[src/rtl/ls_arb_pkg.sv]
package ls_arb_pkg;

    localparam int TAG_W  = 4;
    localparam int IDX_W  = 6;
    localparam int BANK_W = 2;
    localparam int ATTR_W = 5;

    // Field order places io at bit 0 and mis_first at bit 4 of the packed value.
    typedef struct packed {
        logic mis_first;
        logic brk;
        logic desc;
        logic locked;
        logic io;
    } ls_attr_t;

    typedef struct packed {
        logic              is_store;
        logic [IDX_W-1:0]  idx;
        logic [BANK_W-1:0] bank;
        ls_attr_t          attr;
        logic [TAG_W-1:0]  tag;
    } ls_op_t;

    function automatic logic needs_solo(ls_attr_t a);
        return a.io | a.locked | a.desc | a.brk | a.mis_first;
    endfunction

    function automatic logic same_line(ls_op_t a, ls_op_t b);
        return (a.idx == b.idx) && (a.bank == b.bank);
    endfunction

    function automatic logic can_pair(ls_op_t a, ls_op_t b);
        logic ok;
        ok = 1'b1;
        if (a.is_store && b.is_store) ok = 1'b0;
        if (needs_solo(a.attr) || needs_solo(b.attr)) ok = 1'b0;
        if ((a.is_store != b.is_store) && same_line(a, b)) ok = 1'b0;
        return ok;
    endfunction

endpackage

[src/rtl/ls_station.sv]
module ls_station
    import ls_arb_pkg::*;
#(
    parameter int DEPTH = 4
) (
    input  logic                                   clk,
    input  logic                                   rst,
    input  logic                                   enq_valid,
    input  ls_op_t                                 enq_op,
    input  logic                                   take0,
    input  logic                                   take1,
    output logic [DEPTH-1:0]                       slot_vld,
    output ls_op_t                                 slot_op  [DEPTH],
    output logic [((DEPTH > 1) ? $clog2(DEPTH) : 1)-1:0] slot_rank [DEPTH],
    output logic [$clog2(DEPTH+1)-1:0]             occupancy,
    output logic                                   stall
);
    localparam int RANK_W = (DEPTH > 1) ? $clog2(DEPTH) : 1;
    localparam int CNT_W  = $clog2(DEPTH + 1);

    logic [CNT_W-1:0]  n_taken;
    logic [RANK_W-1:0] free_slot;
    logic              free_found;
    logic              enq_ok;
    logic [RANK_W-1:0] new_rank;

    always_comb begin
        occupancy  = '0;
        free_found = 1'b0;
        free_slot  = '0;
        for (int i = 0; i < DEPTH; i++) begin
            occupancy = occupancy + CNT_W'(slot_vld[i]);
            if (!slot_vld[i] && !free_found) begin
                free_found = 1'b1;
                free_slot  = RANK_W'(i);
            end
        end
    end

    assign stall    = (occupancy == CNT_W'(DEPTH));
    assign enq_ok   = enq_valid && !stall;
    assign n_taken  = CNT_W'(take0) + CNT_W'(take1);
    assign new_rank = RANK_W'(occupancy - n_taken);

    for (genvar g = 0; g < DEPTH; g++) begin : g_slot
        logic hit;
        assign hit = enq_ok && free_found && (free_slot == RANK_W'(g));

        always_ff @(posedge clk) begin
            if (rst) begin
                slot_vld[g]  <= 1'b0;
                slot_rank[g] <= '0;
            end else begin
                if (slot_vld[g]) begin
                    if (CNT_W'(slot_rank[g]) < n_taken) begin
                        slot_vld[g] <= 1'b0;
                    end else begin
                        slot_rank[g] <= slot_rank[g] - RANK_W'(n_taken);
                    end
                end
                if (hit) begin
                    slot_vld[g]  <= 1'b1;
                    slot_rank[g] <= new_rank;
                end
            end
        end

        always_ff @(posedge clk) begin
            if (hit) slot_op[g] <= enq_op;
        end
    end

endmodule

[src/rtl/ls_pair_pick.sv]
module ls_pair_pick
    import ls_arb_pkg::*;
#(
    parameter int DEPTH = 4
) (
    input  logic [DEPTH-1:0]                             slot_vld,
    input  ls_op_t                                       slot_op   [DEPTH],
    input  logic [((DEPTH > 1) ? $clog2(DEPTH) : 1)-1:0] slot_rank [DEPTH],
    input  logic                                         issue_en,
    input  logic                                         sb_full,
    output logic                                         take0,
    output logic                                         take1,
    output ls_op_t                                       op0,
    output ls_op_t                                       op1
);
    localparam int RANK_W = (DEPTH > 1) ? $clog2(DEPTH) : 1;

    logic have0, have1;

    always_comb begin
        have0 = 1'b0;
        have1 = 1'b0;
        op0   = '0;
        op1   = '0;
        for (int i = 0; i < DEPTH; i++) begin
            if (slot_vld[i] && slot_rank[i] == RANK_W'(0)) begin
                have0 = 1'b1;
                op0   = slot_op[i];
            end
            if (slot_vld[i] && slot_rank[i] == RANK_W'(1)) begin
                have1 = 1'b1;
                op1   = slot_op[i];
            end
        end
    end

    always_comb begin
        take0 = issue_en && have0 && !(op0.is_store && sb_full);
        take1 = take0 && have1 && can_pair(op0, op1) && !(op1.is_store && sb_full);
    end

endmodule

[src/rtl/ls_sb_count.sv]
module ls_sb_count #(
    parameter int DEPTH = 4
) (
    input  logic                       clk,
    input  logic                       rst,
    input  logic                       push,
    input  logic                       pop,
    output logic [$clog2(DEPTH+1)-1:0] count,
    output logic                       full
);
    localparam int CNT_W = $clog2(DEPTH + 1);

    logic do_pop;
    assign do_pop = pop && (count != '0);
    assign full   = (count == CNT_W'(DEPTH));

    always_ff @(posedge clk) begin
        if (rst) count <= '0;
        else     count <= count + CNT_W'(push) - CNT_W'(do_pop);
    end

endmodule

[src/rtl/ls_dual_issue.sv]
module ls_dual_issue
    import ls_arb_pkg::*;
#(
    parameter int RS_DEPTH = 4,
    parameter int SB_DEPTH = 4
) (
    input  logic              clk,
    input  logic              rst,
    input  logic              issue_en,
    input  logic              enq_valid,
    input  logic              enq_is_store,
    input  logic [IDX_W-1:0]  enq_idx,
    input  logic [BANK_W-1:0] enq_bank,
    input  logic [ATTR_W-1:0] enq_attr,
    input  logic [TAG_W-1:0]  enq_tag,
    input  logic              sb_pop,
    output logic              stall,
    output logic              sb_full,
    output logic              sb_push,
    output logic              gnt0_valid,
    output logic [TAG_W-1:0]  gnt0_tag,
    output logic              gnt0_store,
    output logic              gnt1_valid,
    output logic [TAG_W-1:0]  gnt1_tag,
    output logic              gnt1_store
);
    localparam int RANK_W = (RS_DEPTH > 1) ? $clog2(RS_DEPTH) : 1;
    localparam int OCC_W  = $clog2(RS_DEPTH + 1);
    localparam int SBC_W  = $clog2(SB_DEPTH + 1);

    ls_op_t              new_op;
    logic [RS_DEPTH-1:0] slot_vld;
    ls_op_t              slot_op   [RS_DEPTH];
    logic [RANK_W-1:0]   slot_rank [RS_DEPTH];
    logic [OCC_W-1:0]    occupancy;
    logic                take0, take1;
    ls_op_t              op0, op1;
    logic [SBC_W-1:0]    sb_count;

    always_comb begin
        new_op.is_store = enq_is_store;
        new_op.idx      = enq_idx;
        new_op.bank     = enq_bank;
        new_op.attr     = ls_attr_t'(enq_attr);
        new_op.tag      = enq_tag;
    end

    ls_station #(.DEPTH(RS_DEPTH)) u_station (
        .clk       (clk),
        .rst       (rst),
        .enq_valid (enq_valid),
        .enq_op    (new_op),
        .take0     (take0),
        .take1     (take1),
        .slot_vld  (slot_vld),
        .slot_op   (slot_op),
        .slot_rank (slot_rank),
        .occupancy (occupancy),
        .stall     (stall)
    );

    ls_pair_pick #(.DEPTH(RS_DEPTH)) u_pick (
        .slot_vld  (slot_vld),
        .slot_op   (slot_op),
        .slot_rank (slot_rank),
        .issue_en  (issue_en),
        .sb_full   (sb_full),
        .take0     (take0),
        .take1     (take1),
        .op0       (op0),
        .op1       (op1)
    );

    assign sb_push = (take0 && op0.is_store) || (take1 && op1.is_store);

    ls_sb_count #(.DEPTH(SB_DEPTH)) u_sb (
        .clk   (clk),
        .rst   (rst),
        .push  (sb_push),
        .pop   (sb_pop),
        .count (sb_count),
        .full  (sb_full)
    );

    assign gnt0_valid = take0;
    assign gnt0_tag   = op0.tag;
    assign gnt0_store = op0.is_store;
    assign gnt1_valid = take1;
    assign gnt1_tag   = op1.tag;
    assign gnt1_store = op1.is_store;

endmodule

[config.mk]
export PLATFORM = sky130hd
export DESIGN_NAME = ls_dual_issue
export DESIGN_NICKNAME = d
export VERILOG_FILES = /design/src/rtl/ls_arb_pkg.sv /design/src/rtl/ls_station.sv /design/src/rtl/ls_pair_pick.sv /design/src/rtl/ls_sb_count.sv /design/src/rtl/ls_dual_issue.sv
export SDC_FILE = /design/constraint.sdc
export NUM_CORES = 1
export LEC_CHECK = 0
export ABC_CLOCK_PERIOD_IN_PS = 3520
export BUFFER_PORTS_ARGS = -buffer_cell sky130_fd_sc_hd__buf_4
export CAP_MARGIN = 0
export CORE_AREA = 3 3 97 99
export DETAILED_ROUTE_END_ITERATION = 7
export DIE_AREA = 0 0 100 102
export GPL_TIMING_DRIVEN = 1
export HOLD_SLACK_MARGIN = 0.02
export PLACE_DENSITY = 0.8
export SETUP_SLACK_MARGIN = 0.1
export SLEW_MARGIN = 10
export SYNTH_ARGS = -nofsm -noshare
export SYNTH_HDL_FRONTEND = slang
export SYNTH_HIERARCHICAL = 1
export SYNTH_SLANG_ARGS = --single-unit
export TNS_END_PERCENT = 30
[constraint.sdc]
create_clock -name clk -period 3.52 [get_ports clk]
set_input_delay 0.88 -clock clk [delete_from_list [all_inputs] [get_ports clk]]
set_output_delay 0.88 -clock clk [all_outputs]
set_load 0.005 [all_outputs]
==> results of run 1 <==
## placed cells by master (no fill, tap or decap), drive strengths merged, types with 3 or more instances in the layout
| cell | synthesis | layout |
|---|---|---|
| buf | 14 | 96 |
| edfxtp | 72 | 72 |
| a21oi | 63 | 63 |
| nor2 | 39 | 39 |
| mux2i | 29 | 29 |
| nand2 | 26 | 26 |
| inv | 23 | 26 |
| o22ai | 19 | 19 |
| dfxtp | 15 | 15 |
| ha | 13 | 13 |
| o21ai | 10 | 10 |
| clkbuf | 4 | 9 |
| mux2 | 9 | 9 |
| o21a | 8 | 8 |
| xnor2 | 8 | 8 |
| fa | 6 | 6 |
| nor3b | 5 | 5 |
| or3b | 4 | 4 |
| nand3b | 4 | 4 |
| nand2b | 4 | 4 |
| and3b | 4 | 4 |
| nor3 | 3 | 3 |
| clkinv | 0 | 3 |
## metrics by stage
step	util [%]	power (mW)	TNS, ns	std cells	hold WS (ns)
after floorplan	-	1.52	-0.985	404	0.500
after global placement	63.0	1.68	-0.337	587	0.623
after detailed placement	63.0	1.71	-1.15	587	0.642
after CTS	66.7	2.44	-0.680	604	0.659
after global routing	67.2	2.55	-2.28	606	0.680
final	67.2	2.44	-0.466	606	0.650
## final timing paths
kind	startpoint	to	slack [ns]	depth (start not counted)
max reg2reg	u_station/slot_vld[1]	u_station/slot_rank[4]	-0.10	16
min reg2reg	u_sb/count[2]	u_sb/count[2]	0.65	2
min	u_sb/count[2]	u_sb/count[2]	0.65	2
max	u_station/slot_vld[1]	sb_push	-0.19	11
## timing repair
action	CTS	global route
gates resized for setup	22	6
gates cloned	0	0
buffers inserted	1	2
endpoints found under the setup margin	14	17
pin swaps	10	5
## sequential cells by signal, indices dropped and copies added, names as in the netlist
register / count
u_station/slot_op: 72
u_station/slot_rank: 8
u_station/slot_vld: 4
u_sb/count: 3
## where the power goes
group	internal [mW]	switching (mW)
sequential	1.17	0.0336
clock	0.338	0.377
combinational	0.265	0.252
## final cells by class
class                   instances  area (um2)
multi-input cells             276        2150
inverters                      23        88.8
fillers                       629        2840
flip-flops and latches         87        2470
well taps                     108         135
clock buffers                   9         124
repair buffers                 96         752
clock inverters                 7        80.1
## logic make-up after synthesis
logic type | after synthesis | synth area share (%)
multiplexers | 38 | 8.51
buffers and inverters | 41 | 4.31
flip-flops | 87 | 53.0
adder cells (fa/ha/maj) | 19 | 6.09
AND/OR/NAND/NOR | 99 | 11.5
AO/OA/AOI/OAI | 110 | 14.4
XOR/XNOR | 10 | 2.18
## critical path: stages (launching register included)
cell	delay [ns]
dfxtp_4	0.37
or3b_4	0.41
buf_4	0.20
mux2i_1	0.20
o22ai_2	0.10
xnor2_1	0.17
nand3_1	0.16
nor3_4	0.26
nor3_4	0.08
buf_4	0.15
a22o_4	0.24
buf_4	0.13
## routing by layer
metal  vias to the layer above  track usage [%]  routed length (um)
met3                        29             3.55                 782
met2                       164             40.7                5840
met1                      1757             28.1                4440
met5                         -                0                   0
met4                         0             8.91                 268
li1                       1662                -                   -
==> flow_summary.json, run 1 <==
{
  "synth_area_um2": 4650,
  "avgSynthCellArea_um2": 11.5,
  "port_buffers": 37,
  "synthArstFlopShare_pct": 0,
  "clk-insertion-delay-late_ns": 0.36,
  "gp_congestion": 0.918,
  "min_period_over_period_pct": 106,
  "slew_viol_final": 0,
  "final-hold-violation-count": 0,
  "cp-end-kind": "output pin",
  "core_area_um2": 8640,
  "routed_wl_um": 11300,
  "ant_nets": 0,
  "fmax_ghz": 0.269,
  "synth_edf_count": 72,
  "ir_worst_vdd_mv": 0.313,
  "syn_to_final_growth_pct": 24.9,
  "die_w_um": 100,
  "violations": "setup timing",
  "cp_max_fo": 7,
  "cp_data_required_time_ns": 2.64,
  "finalSetupViolations": 5,
  "drc": 0,
  "mappedNetlistNets": 446,
  "pre_cts_ws_ns": -0.233,
  "p_leak_nw": 2.29,
  "grt_start_max_net_pins": 19,
  "yosysMostFrequentCell": "edfxtp_1",
  "vias": 3612,
  "die_area_um2": 10200,
  "grt_pass1_vias": 3574,
  "synth_seq_cells": 87,
  "yosysWarnings": 6,
  "cts_buffer_depth": 2,
  "final_area_um2": 5800,
  "synth-seq-area-share_pct": 53.0,
  "status": "finished with violations",
  "dpl_cell_area_um2": 5440,
  "slew-limit-headroom_pct": 39.0,
  "drt_iter0_drc": 272,
  "worst-setup-path-type": "reg -> out",
  "rsz0062_at_grt": "true",
  "power_density_nw_per_um2": 420,
  "cts_buffers": 9,
  "arrival_ns": 2.83,
  "cts_tree": "done",
  "avgViaCountPerCell": 5.96,
  "drive_gt1_share_pct": 33.3,
  "tightest_slew_ns": 0.913,
  "drv_cap": 0,
  "initial_core_util_pct": 53.8,
  "dr.pass1.iters": 5,
  "synthDistinctLibCells": 49,
  "yosys-top-cells-count": "edfxtp_1, a21oi_1, nor2_1",
  "io_pins": 38,
  "synth_ff_type": "edfxtp_1",
  "die_h_um": 102,
  "overflow": 0,
  "final.setup.worst_slack_ns": -0.195,
  "synth.top_cell.area_share_pct": 46.5,
  "h-tree-depth": 3,
  "dp_hpwl_um": 8060,
  "finalCriticalPeriod_ns": 3.71,
  "final_nets": 535,
  "num_rows": 34,
  "synth_area_leaders": "edfxtp_1, a21oi_1, dfxtp_1",
  "fin_worst_skew_ns": 0.0165,
  "root_buffer": "clkbuf_8",
  "antenna_found_initial": 0,
  "grt_pass1_wl_um": 18000,
  "hold_buffers": 0,
  "routedWlPerCell_um": 18.7,
  "clkTransAtPathRegs_ns": 0.10,
  "synthCells": 404,
  "hp-class": "reg -> reg",
  "cts_sinks": 87,
  "track_usage_pct": 22.9,
  "critPathLaunchType": "flip-flop",
  "antennaDiodeCount": 0,
  "yosysTopAreaCell": "edfxtp_1"
}
No activity file was read; power rests on OpenSTA's default activity.
==> run 2: changes to the inputs <==
Settings changed: TNS_END_PERCENT 30 to 100.
==> flow_summary.json, run 2 (synthesis gave the netlist of run 1 again) <==
{
  "status": "finished with violations",
  "violations": "setup timing",
  "drive_gt1_share_pct": 32.4,
  "critPathLaunchType": "flip-flop",
  "final_core_util_pct": 66.5,
  "hold_buffers": 0,
  "grt_busiest_layer": "met2",
  "track_usage_pct": 23.3,
  "final-hold-violation-count": 0,
  "tightest_slew_ns": 0.933,
  "core_area_um2": 8640,
  "avgViaCountPerCell": 6.02,
  "ant_nets": 0,
  "rsz0062_at_grt": "true",
  "hp-class": "reg -> reg",
  "slew-limit-headroom_pct": 37.7,
  "overflow": 0,
  "grt_use_met1_pct": 28.5,
  "vias": 3579,
  "final_area_um2": 5740,
  "slew_viol_final": 0,
  "initial_core_util_pct": 53.8,
  "hold_depth": 2,
  "root_buffer": "clkbuf_8",
  "dr.pass1.iters": 5,
  "grt_use_met2_pct": 40.8,
  "worst-setup-path-type": "reg -> reg",
  "gp_congestion": 0.880,
  "finalSetupViolations": 10,
  "top_register": "u_station/slot_op",
  "final_cell_mix": "buf_4, edfxtp_1, a21oi_1",
  "p_leak_nw": 2.23,
  "io_pins": 38,
  "dpl_cell_area_um2": 5370,
  "arrival_ns": 4.05,
  "routedWlPerCell_um": 19.8,
  "die_w_um": 100,
  "die_h_um": 102,
  "final_nets": 524,
  "finalCriticalPeriod_ns": 3.75,
  "cp_data_required_time_ns": 3.82,
  "antenna_found_initial": 0,
  "rr_worst_depth": 19,
  "cp-end-kind": "flip-flop",
  "gr-usage-met3_pct": 5.05,
  "finalSetupTns_ns": -1.54,
  "drt_iter0_drc": 281,
  "clk-insertion-delay-late_ns": 0.36,
  "drv_cap": 0,
  "ir_worst_vdd_mv": 0.294,
  "cts_tree": "done",
  "antennaDiodeCount": 0,
  "cts_buffers": 9,
  "final_common_cell": "buf_4",
  "power_density_nw_per_um2": 439,
  "fmax_ghz": 0.267,
  "die_area_um2": 10200,
  "finalPower_mw": 2.52,
  "grt_start_max_net_pins": 19,
  "fin_worst_skew_ns": 0.00907,
  "top_regs": "u_station/slot_op x72, u_station/slot_rank x8, u_station/slot_vld x4",
  "nFillCells": 608,
  "cts_sinks": 87,
  "h-tree-depth": 3,
  "clkTransAtPathRegs_ns": 0.09,
  "final.setup.worst_slack_ns": -0.230,
  "cp_max_fo": 5,
  "syn_to_final_growth_pct": 23.6,
  "largest_reg_flops": 72,
  "port_buffers": 37,
  "drc": 0,
  "min_period_over_period_pct": 107,
  "routed_wl_um": 11800,
  "num_rows": 34,
  "dp_hpwl_um": 8200,
  "grt_pass1_wl_um": 18200,
  "grt_pass1_vias": 3628,
  "cts_buffer_depth": 2
}
run 2: cell count changes in the layout (fill, tap and decap cells not counted), sizes merged:
cell,before,now
clkinv,3,0
inv,26,27
bufinv,1,2
clkinvlp,0,1
buf,96,85
run 2: critical path, cell delays in order, from the launching register on:
cell	delay, ns
dfxtp_2	0.36
buf_6	0.12
nand3b_1	0.25
mux2i_1	0.22
o21ai_1	0.08
o21a_1	0.15
ha_2	0.19
inv_2	0.05
o41ai_2	0.05
nor4_1	0.18
nand4bb_1	0.15
nor3_2	0.23
buf_4	0.15
ha_4	0.22
ha_2	0.19
fa_2	0.35
nand2b_4	0.15
mux2_2	0.26
mux2_2	0.26
nor2_1	0.08
run 2: worst paths after layout:
| kind | start | slack (ns) | to |
|---|---|---|---|
| max reg2reg | u_station/slot_rank[5] | -0.23 | u_station/slot_rank[0] |
| min reg2reg | u_sb/count[2] | 0.66 | u_sb/count[2] |
| min | u_sb/count[2] | 0.66 | u_sb/count[2] |
| max | u_station/slot_rank[5] | -0.23 | u_station/slot_rank[0] |
run 2: metrics by stage:
step	hold slack, ns	setup slack, ns	std cells
global placement	0.631	-0.0972	575
floorplan	0.500	-0.236	404
finish	0.662	-0.230	595
detailed placement	0.650	-0.246	575
global route	0.687	-0.357	595
CTS	0.668	-0.148	594
run 2: routing by layer:
layer / up-vias / wire [um]
li1: 1636 / -
met1: 1736 / 4650
met2: 178 / 6110
met3: 29 / 768
met4: 0 / 238
met5: - / 0
run 2: timing repair:
item,CTS,global route
setup buffers,3,1
gates resized for setup,14,16
setup endpoints to repair,15,15
pin swaps,4,5
run 2: cell type report:
class | count | area (um2) | area share [%]
Timing Repair Buffer | 85 | 682 | 11.9
Tap cell | 108 | 135 | 2.35
Multi-Input combinational cell | 276 | 2130 | 37.1
Clock buffer | 9 | 124 | 2.16
Sequential cell | 87 | 2470 | 43.1
Clock inverter | 7 | 110 | 1.92
Inverter | 23 | 88.8 | 1.55
run 2: power by group:
group	internal [mW]	leakage [nW]	switching, mW
clock network	0.417	0.116	0.392
registers	1.17	0.787	0.0360
logic	0.259	1.32	0.246
